===== src/rtl/fwft_pkg.sv =====
package fwft_pkg;

  // Pointer width for a memory of n entries (at least one bit).
  function automatic int addr_w(input int n);
    return (n > 1) ? $clog2(n) : 1;
  endfunction

  // Width of the total occupancy: core depth, one in-flight slot, and nst stages.
  function automatic int used_w(input int depth, input int nst);
    return $clog2(depth + nst + 2);
  endfunction

endpackage


===== src/rtl/fwft_core_fifo.sv =====
// Registered-read synchronous FIFO: read data is on q one edge after rd.
module fwft_core_fifo #(
  parameter int DW    = 8,
  parameter int DEPTH = 8
) (
  input  logic                         clk,
  input  logic                         rst_n,
  input  logic                         clr,
  input  logic                         wr,
  input  logic [DW-1:0]                din,
  input  logic                         rd,
  output logic [DW-1:0]                q,
  output logic                         empty,
  output logic                         full,
  output logic [$clog2(DEPTH+1)-1:0]   used
);

  localparam int AW = fwft_pkg::addr_w(DEPTH);
  localparam int CW = $clog2(DEPTH + 1);
  localparam logic [AW-1:0] LAST = AW'(DEPTH - 1);

  logic [DW-1:0] mem [DEPTH];
  logic [AW-1:0] wptr_q, wptr_d, rptr_q, rptr_d;
  logic [CW-1:0] cnt_q, cnt_d;
  logic [DW-1:0] q_q;
  logic          wr_ok, rd_ok;

  function automatic logic [AW-1:0] bump(input logic [AW-1:0] p);
    return (p == LAST) ? '0 : p + 1'b1;
  endfunction

  assign full  = (cnt_q == CW'(DEPTH));
  assign empty = (cnt_q == '0);
  assign used  = cnt_q;
  assign q     = q_q;

  assign wr_ok = wr && !full && !clr;
  assign rd_ok = rd && !empty && !clr;

  always_comb begin
    wptr_d = wptr_q;
    rptr_d = rptr_q;
    cnt_d  = cnt_q;
    if (clr) begin
      wptr_d = '0;
      rptr_d = '0;
      cnt_d  = '0;
    end else begin
      if (wr_ok) wptr_d = bump(wptr_q);
      if (rd_ok) rptr_d = bump(rptr_q);
      cnt_d = cnt_q + CW'(wr_ok) - CW'(rd_ok);
    end
  end

  always_ff @(posedge clk or negedge rst_n) begin
    if (!rst_n) begin
      wptr_q <= '0;
      rptr_q <= '0;
      cnt_q  <= '0;
    end else begin
      wptr_q <= wptr_d;
      rptr_q <= rptr_d;
      cnt_q  <= cnt_d;
    end
  end

  // Storage array: write-enabled, no reset.
  always_ff @(posedge clk) begin
    if (wr_ok) mem[wptr_q] <= din;
  end

  // Read register: loads only on an accepted read.
  always_ff @(posedge clk or negedge rst_n) begin
    if (!rst_n)     q_q <= '0;
    else if (rd_ok) q_q <= mem[rptr_q];
  end

  // a write on a full core, with no read and no clear, changes nothing
  a_r6_drop_write_when_full: assert property (@(posedge clk) disable iff (!rst_n)
    (full && wr && !rd && !clr) |=> (cnt_q == $past(cnt_q)));

  // the core count never exceeds its depth
  a_r7_core_count_bounded: assert property (@(posedge clk) disable iff (!rst_n)
    cnt_q <= CW'(DEPTH));

endmodule


===== src/rtl/fwft_prefetch.sv =====
// Tracks the word in flight on the core's read register and issues core reads.
module fwft_prefetch (
  input  logic clk,
  input  logic rst_n,
  input  logic clr,
  input  logic core_empty,
  input  logic stage_ready,
  output logic core_rd,
  output logic pend
);

  logic pend_q, pend_d;
  logic take;

  // The in-flight word leaves the core register when the first stage accepts it.
  assign take    = pend_q && stage_ready;
  // Refill the core register whenever it is free or being emptied this edge.
  assign core_rd = !clr && !core_empty && (!pend_q || stage_ready);

  always_comb begin
    pend_d = pend_q;
    if (clr)          pend_d = 1'b0;
    else if (core_rd) pend_d = 1'b1;
    else if (take)    pend_d = 1'b0;
  end

  always_ff @(posedge clk or negedge rst_n) begin
    if (!rst_n) pend_q <= 1'b0;
    else        pend_q <= pend_d;
  end

  assign pend = pend_q;

  // a word in flight that is not accepted is never lost
  a_r4_inflight_kept: assert property (@(posedge clk) disable iff (!rst_n)
    (pend_q && !stage_ready && !clr) |=> pend_q);

  // clear drops the word in flight
  a_r8_clear_drops_inflight: assert property (@(posedge clk) disable iff (!rst_n)
    clr |=> !pend_q);

endmodule


===== src/rtl/fwft_stage.sv =====
// One holding stage of the output chain with a ready/valid hand-off.
module fwft_stage #(
  parameter int DW = 8
) (
  input  logic          clk,
  input  logic          rst_n,
  input  logic          clr,
  input  logic          in_valid,
  input  logic [DW-1:0] in_data,
  output logic          in_ready,
  input  logic          out_ready,
  output logic          valid,
  output logic [DW-1:0] data
);

  logic          v_q, v_d;
  logic [DW-1:0] d_q;
  logic          load;

  assign in_ready = !v_q || out_ready;
  assign load     = in_valid && in_ready && !clr;

  always_comb begin
    v_d = v_q;
    if (clr)            v_d = 1'b0;
    else if (load)      v_d = 1'b1;
    else if (out_ready) v_d = 1'b0;
  end

  always_ff @(posedge clk or negedge rst_n) begin
    if (!rst_n) v_q <= 1'b0;
    else        v_q <= v_d;
  end

  always_ff @(posedge clk or negedge rst_n) begin
    if (!rst_n)    d_q <= '0;
    else if (load) d_q <= in_data;
  end

  assign valid = v_q;
  assign data  = d_q;

  // a held word that is not passed on stays put
  a_r9_stage_holds: assert property (@(posedge clk) disable iff (!rst_n)
    (v_q && !out_ready && !clr) |=> (v_q && $stable(d_q)));

endmodule


===== src/rtl/fwft_adapter.sv =====
// Top: registered-read core FIFO with prefetch and a holding chain of 1 or 2 stages.
module fwft_adapter #(
  parameter int DW      = 8,
  parameter int DEPTH   = 8,
  parameter int OUT_REG = 0
) (
  input  logic                                               clk,
  input  logic                                               rst_n,
  input  logic                                               clr,
  input  logic                                               wr,
  input  logic [DW-1:0]                                      din,
  input  logic                                               rd,
  output logic [DW-1:0]                                      q,
  output logic                                               empty,
  output logic                                               full,
  output logic [fwft_pkg::used_w(DEPTH, 1 + OUT_REG)-1:0]    used
);

  localparam int NST    = (OUT_REG != 0) ? 2 : 1;
  localparam int CW     = $clog2(DEPTH + 1);
  localparam int USED_W = fwft_pkg::used_w(DEPTH, 1 + OUT_REG);
  localparam int CAP    = DEPTH + NST + 1;

  logic [DW-1:0]  core_q;
  logic           core_empty, core_full, core_rd;
  logic [CW-1:0]  core_used;
  logic           pend;
  logic           pop;

  logic [NST-1:0] st_v, st_rdy;
  logic [DW-1:0]  st_d [NST];

  fwft_core_fifo #(.DW(DW), .DEPTH(DEPTH)) u_core (
    .clk   (clk),
    .rst_n (rst_n),
    .clr   (clr),
    .wr    (wr),
    .din   (din),
    .rd    (core_rd),
    .q     (core_q),
    .empty (core_empty),
    .full  (core_full),
    .used  (core_used)
  );

  fwft_prefetch u_pf (
    .clk         (clk),
    .rst_n       (rst_n),
    .clr         (clr),
    .core_empty  (core_empty),
    .stage_ready (st_rdy[0]),
    .core_rd     (core_rd),
    .pend        (pend)
  );

  assign pop = rd && st_v[NST-1] && !clr;

  for (genvar k = 0; k < NST; k++) begin : g_stage
    logic          in_v;
    logic [DW-1:0] in_d;
    logic          out_r;
    if (k == 0) begin : g_first
      assign in_v = pend;
      assign in_d = core_q;
    end else begin : g_next
      assign in_v = st_v[k-1];
      assign in_d = st_d[k-1];
    end
    if (k == NST - 1) begin : g_last
      assign out_r = pop;
    end else begin : g_mid
      assign out_r = st_rdy[k+1];
    end
    fwft_stage #(.DW(DW)) u_stage (
      .clk       (clk),
      .rst_n     (rst_n),
      .clr       (clr),
      .in_valid  (in_v),
      .in_data   (in_d),
      .in_ready  (st_rdy[k]),
      .out_ready (out_r),
      .valid     (st_v[k]),
      .data      (st_d[k])
    );
  end

  assign q     = st_d[NST-1];
  assign empty = !st_v[NST-1];
  assign full  = core_full;
  assign used  = USED_W'(core_used) + USED_W'(pend) + USED_W'($countones(st_v));

  // clear leaves nothing stored and nothing shown
  a_r8_clear_empties: assert property (@(posedge clk) disable iff (!rst_n)
    clr |=> (used == '0 && empty));

  // a read on an empty output removes nothing
  a_r5_read_empty_no_pop: assert property (@(posedge clk) disable iff (!rst_n)
    (empty && rd && !clr) |=> (used >= $past(used)));

  // total occupancy never exceeds core depth plus adapter slots
  a_r7_used_bounded: assert property (@(posedge clk) disable iff (!rst_n)
    used <= USED_W'(CAP));

  // a shown word with no read and no clear stays shown
  a_r9_shown_word_held: assert property (@(posedge clk) disable iff (!rst_n)
    (!empty && !rd && !clr) |=> (!empty && $stable(q)));

endmodule


===== config.mk =====
export PLATFORM = sky130hd
export DESIGN_NAME = fwft_adapter
export DESIGN_NICKNAME = d
export VERILOG_FILES = /design/src/rtl/fwft_pkg.sv /design/src/rtl/fwft_core_fifo.sv /design/src/rtl/fwft_prefetch.sv /design/src/rtl/fwft_stage.sv /design/src/rtl/fwft_adapter.sv
export SDC_FILE = /design/constraint.sdc
export NUM_CORES = 1
export LEC_CHECK = 0
export BUFFER_PORTS_ARGS = -buffer_cell sky130_fd_sc_hd__buf_2
export CORE_AREA = 5 5 85 87
export CTS_CLUSTER_DIAMETER = 120
export CTS_CLUSTER_SIZE = 16
export DETAILED_ROUTE_END_ITERATION = 16
export DIE_AREA = 0 0 90 92
export PLACE_DENSITY_LB_ADDON = 0.25
export REMOVE_ABC_BUFFERS = 1
export SKIP_CTS_REPAIR_TIMING = 1
export SLEW_MARGIN = 20
export SYNTH_ARGS = -nofsm -noshare
export SYNTH_HDL_FRONTEND = slang
export SYNTH_HIERARCHICAL = 1
export SYNTH_SLANG_ARGS = --single-unit

===== constraint.sdc =====
create_clock -name clk -period 4.7 [get_ports clk]
set_clock_uncertainty 0.2 [all_clocks]
set_input_delay 0 -clock clk [delete_from_list [all_inputs] [get_ports clk]]
set_output_delay 0 -clock clk [all_outputs]
set_load 0.01 [all_outputs]

# Word-level counts from Yosys, hierarchy flattened
# Memory sizes are Yosys's and may differ from the RTL's. A register that Yosys moved wholly into a read port is not among the register bits.
# Index checks and enable logic that the tools add are counted.
# classes
add_sub_neg	6
eq_ne	3
muxes	15
n_reduce_logical	23
# op_table
cell	n
$mux W3	6
$add A4 B1 Y4	3
$logic_and A1 B1 Y1	10
$mux W1	8
$add A3 B1 Y3 const B	2
$eq A3 B3 Y1 const B	2
$logic_not A1 Y1	6
$reduce_bool A3 Y1	2
$eq A4 B4 Y1 const B	1
$logic_not A4 Y1	1
$mux W4	1
$reduce_bool A2 Y1	2
$sub A4 B1 Y4	1
$logic_or A1 B1 Y1	2
# totals
reg_bits	20
ramBits	64
in_bits	13
n_memories	1
# mem_list
name	depth	word_bits	read_ports	rd_ports_with_merged_regs	wr	line_no	text
u_core.mem	8	8	1	1	1	fwft_core_fifo.sv:22	logic [DW-1:0] mem [DEPTH];

# Logic depth before layout (Yosys ltp)
# logic_depth
depth_word	9
depth_mapped	16

# By module
# The synthesis kept the hierarchy.
# modules_own_cells
module	instances	cells_each	area_each_um2
fwft_core_fifo	1	209	3443.3
fwft_stage	1	22	359.1
fwft_adapter	1	12	83.8
fwft_prefetch	1	4	56.3

# Worst setup path before layout
# OpenSTA, ideal clock, no wires.
# synth_path
path_type	register -> register
start	reg u_core.cnt_q[2], in the netlist u_core/used[2]
end	reg u_core.cnt_q[1], in the netlist u_core/used[1]
setup_ns	0.132
arrival_ns	2.308
required_time_ns	4.368
path_slack_ns	2.060
path_stages_with_launch	13
cell_sequence	dfrtp_1 > inv_1 > ha_1 > nor3b_2 > nor3b_2 > nand2b_1 > buf_2 > nor2_4 > ha_1 > inv_1 > ha_1 > fa_1 > nor2b_1
# synth_between
elab_chain_len	8
# synth_rtl
item	line_no	text
start, declared	fwft_core_fifo.sv:24	logic [CW-1:0] cnt_q, cnt_d;
start signal, assigned	fwft_core_fifo.sv:63	cnt_q <= cnt_d;
$logic_not A4 Y1	fwft_core_fifo.sv:33	assign empty = (cnt_q == '0);
named net core_empty	fwft_adapter.sv:25	logic core_empty, core_full, core_rd;
$logic_not A1 Y1	fwft_prefetch.sv:18	assign core_rd = !clr && !core_empty && (!pend_q || stage_ready);
$logic_and A1 B1 Y1 (2 in a row)	fwft_prefetch.sv:18	
named net core_rd	fwft_adapter.sv:25	
$logic_and A1 B1 Y1 (2 in a row)	fwft_core_fifo.sv:38	assign rd_ok = rd && !empty && !clr;
named net u_core.rd_ok	fwft_core_fifo.sv:26	logic wr_ok, rd_ok;
$sub A4 B1 Y4	fwft_core_fifo.sv:51	cnt_d = cnt_q + CW'(wr_ok) - CW'(rd_ok);
$mux W4	fwft_core_fifo.sv:44	if (clr) begin
named net u_core.cnt_d[1]	fwft_core_fifo.sv:24	
# The timed path passes the listed nets, and every way through them passes these cells.
# A chain may end at the register's enable or synchronous reset.

# Worst setup path after layout
# layout_path
start	in clr
end	reg u_core.cnt_q[2], in the netlist u_core/used[2]
# layout_between
elab_chain_len	9
# layout_rtl
item	line_no	text
start, declared	fwft_adapter.sv:9	input logic clr,
$logic_not A1 Y1	fwft_adapter.sv:56	assign pop = rd && st_v[NST-1] && !clr;
$logic_and A1 B1 Y1	fwft_adapter.sv:56	
named net g_stage[0].out_r	fwft_adapter.sv:61	logic out_r;
$logic_or A1 B1 Y1	fwft_stage.sv:20	assign in_ready = !v_q || out_ready;
named net st_rdy	fwft_adapter.sv:30	logic [NST-1:0] st_v, st_rdy;
$logic_or A1 B1 Y1	fwft_prefetch.sv:18	
$logic_and A1 B1 Y1	fwft_prefetch.sv:18	
named net core_rd	fwft_adapter.sv:25	
$logic_and A1 B1 Y1 (2 in a row)	fwft_core_fifo.sv:38	
named net u_core.rd_ok	fwft_core_fifo.sv:26	
$sub A4 B1 Y4	fwft_core_fifo.sv:51	
$mux W4	fwft_core_fifo.sv:44	
named net u_core.cnt_d[2]	fwft_core_fifo.sv:24	
# The timed path passes the listed nets, and every way through them passes these cells.

==> run_results.csv <==
group,metric,value,unit
run_status,status,"complete, but fails checks",
run_status,failed_checks,"negative hold slack",
power,p_clk_frac,0.219,
power,leakagePower,1.69,nW
place,port_buffers,26,
sta,rsz0062_at_grt,"false",
worst_setup_path,r2r-end,"u_core/used[2]",
yosys,yosysSeqAreaShare,0.665,
drt,wirelength,6480,um
floorplanning,die_x,90,um
sta,tightest_slew,0.892,ns
layout,drive_above_1_share,0.232,
yosys,synth_edf_count,64,
power,power,2.11,mW
worst_setup_path,critical_path_depth,15,
job,max_cap_violations,0,
yosys,async_reset_ff_frac,0.304,
floorplanning,rows,29,
power,ir_worst_vdd,0.300,mV
place,gp_congestion,0.760,
global_route,antenna_found_initial,0,
sta,finalMaxSlewViolations,0,
global_route,grt_usage,0.167,
drt,vias_per_cell,5.58,
power,power_density,477,mW/mm^2
sta,period_share,0.636,
global_route,grt_pass1_wl,10500,um
layout,n_antenna_cell,0,
worst_setup_path,critPathArrivalTime,3.01,ns
worst_setup_path,crit_family,"simple AND/OR/NAND/NOR gates",
sta,max_freq,0.335,GHz
power,comb_power_share,0.275,
worst_setup_path,path_cells,"dlygate4sd3_1 -> buf_2 -> nor2_1 -> nor2b_4 -> inv_1 -> nand2b_4 -> nor3b_2 -> nand2b_1 -> nor2_4 -> ha_1 -> inv_1 -> ha_1 -> fa_1 -> xnor2_1 -> nor2_1",
yosys,yosys_warnings,6,
drt,ant_nets,0,
worst_setup_path,reg2reg_slack,1.85,ns
power,seqPwrFrac,0.506,
yosys,syn_avg_cell_area,16.0,um^2
worst_setup_path,cp_max_fo,19,
sta,period_minus_slack,2.99,ns
drt,drt_first_iter_violations,101,
clock_network,worstSkewPairLatency,0.35,ns
yosys,synth_ff_type,"edfxtp_1",
place,dpl_cell_area,0.00413,mm^2
power,sw_frac_of_total,0.295,
place,place.detailed.hpwl,4270,um
sta,fin_hold_ws,-0.0139,ns
layout,area_growth,12.2,%
sta,tns,0,ns
yosys,synth.distinct_cells,35,
floorplanning,core_area,0.00628,mm^2
clock_network,cts_buffers,9,
yosys,synth_area,0.00394,mm^2
power,p_sw,0.622,mW
worst_setup_path,cp-end-kind,"flip-flop",
floorplanning,initial_utilization,0.628,
clock_network,clkSlewWorstSetupHoldPaths,0.09,ns
sta,hold_viol_final,19,
layout,final_cell_mix,"64 x edfxtp_1, 35 x mux2i_1, 28 x dfrtp_1",
layout,nets,318,
worst_setup_path,rr_startpoint,"g_stage[0].u_stage/valid",
clock_network,cts_max_path_buffers,2,
global_route,overflow,0,
clock_network,cts_tree,"built",
yosys,netlist_instances,247,
place,place_inst,345,
clock_network,ctsRootBufferMaster,"clkbuf_8",
global_route,grt_pass1_vias,2107,
layout,design_area,0.00442,mm^2
layout,instances_no_fill,374,
drt,vias,2087,
worst_setup_path,crit_slowest_cell,"dlygate4sd3_1",
floorplanning,ios,27,
worst_setup_path,start_kind,"primary input",
worst_setup_path,path_class,"primary input to flip-flop",
worst_setup_path,ff2ff_path_depth,14,
sta,setup_violations,0,
drt,wl_per_cell,17.3,um
global_route,grt_max_degree,29,
floorplanning,die_area,0.00828,mm^2
clock_network,cts_sinks,92,
drt,drt_drc_violations_left,0,
power,internal_power,1.49,mW
worst_setup_path,crit_required,4.72,ns
worst_hold_path,hold_path.class,"primary input to asynchronous set/reset pin",
sta,max_slew_margin,0.403,
floorplanning,die_y,92,um
drt,dr.pass1.iters,4,
worst_setup_path,cp_slowest_stage_delay,0.52,ns
worst_setup_path,cp_num_buf_inv,4,
yosys,ys_ff_latch,92,
clock_network,htreeDepth,3,
layout,final_common_cell,"edfxtp_1",
-- area by class of cell --
class                   instances  area, um^2
well taps                      77        96.3
repair buffers                 43         290
multi-input cells             135        1200
clock inverters                 5        35.0
clock buffers                  11         131
inverters                      11        41.3
fillers                       433        1860
flip-flops and latches         92        2620
-- metal layers --
metal	part of all wire	global-route usage	routed length [um]
met4	0.0085	0.0782	55
met5	0	0	0
met1	0.43	0.199	2780
met3	0.038	0.0344	247
met2	0.52	0.290	3400
-- how the worst max path moves through the flow --
| stage | start | endpoint | slack, ns |
|---|---|---|---|
| final | clr | u_core/used[2] | 1.71 |
| after global routing | clr | u_core/used[2] | 1.53 |
| after CTS | u_core/used[2] | u_core/used[1] | 1.82 |
| after detailed placement | u_core/used[2] | u_core/used[1] | 1.83 |
| after global placement | clr | u_core/used[2] | 1.93 |
| after floorplan | u_core/used[2] | u_core/used[1] | 2.08 |
-- power groups by stage --
stage                     Combinational (mW)  Clock [mW]  Sequential (mW)
after floorplan                        0.391           0             1.10
after global placement                 0.559           0             1.08
after detailed placement               0.574           0             1.09
after CTS                              0.577       0.474             1.07
after global routing                   0.644       0.516             1.08
final                                  0.581       0.461             1.07
-- flip-flops by register name, summed over array words and instances, names as in the netlist --
signal	flops
u_core/mem	64
g_stage.u_stage/data	8
u_core/q	8
u_core/used	4
u_core/rptr_q	3
u_core/wptr_q	3
g_stage.u_stage/valid	1
u_pf/pend	1
-- cell families (layout without fill, tap and decap cells) --
group,count (synthesis),after routing,share of synthesized area
adder cells (fa/ha/maj),13,13,0.0451
AO/OA/AOI/OAI,22,22,0.0438
buffers and inverters,20,70,0.0292
multiplexers,51,51,0.135
flip-flops,92,92,0.665
XOR/XNOR,4,4,0.00889
AND/OR/NAND/NOR,45,45,0.0733
-- metrics by stage --
stage	setup slack [ns]	util	hold WS, ns
after floorplan	2.08	-	-0.496
after global placement	1.93	0.657	-0.156
after detailed placement	1.83	0.657	-0.152
after CTS	1.82	0.684	-0.547
after global routing	1.53	0.704	0.0304
final	1.71	0.704	-0.0139
-- cells in the mapped netlist (2+ instances only) --
library cell | instances | share of area
a21oi_1 | 5 | 0.0063
nand2b_1 | 3 | 0.0048
mux2i_1 | 35 | 0.089
nor3b_2 | 2 | 0.0063
nor2_1 | 15 | 0.014
xnor2_1 | 3 | 0.0067
edfxtp_1 | 64 | 0.49
dfrtp_1 | 28 | 0.18
or3_1 | 3 | 0.0048
inv_1 | 11 | 0.010
nor3_1 | 2 | 0.0025
nand2_1 | 5 | 0.0048
ha_1 | 11 | 0.035
mux2_2 | 16 | 0.046
a221oi_1 | 8 | 0.018
nor2b_1 | 4 | 0.0063
fa_1 | 2 | 0.010
nand2b_4 | 2 | 0.0070
buf_1 | 2 | 0.0019
clkbuf_1 | 2 | 0.0019
buf_6 | 3 | 0.0086
a22o_1 | 8 | 0.018
Power figures use the tool's default switching activity.
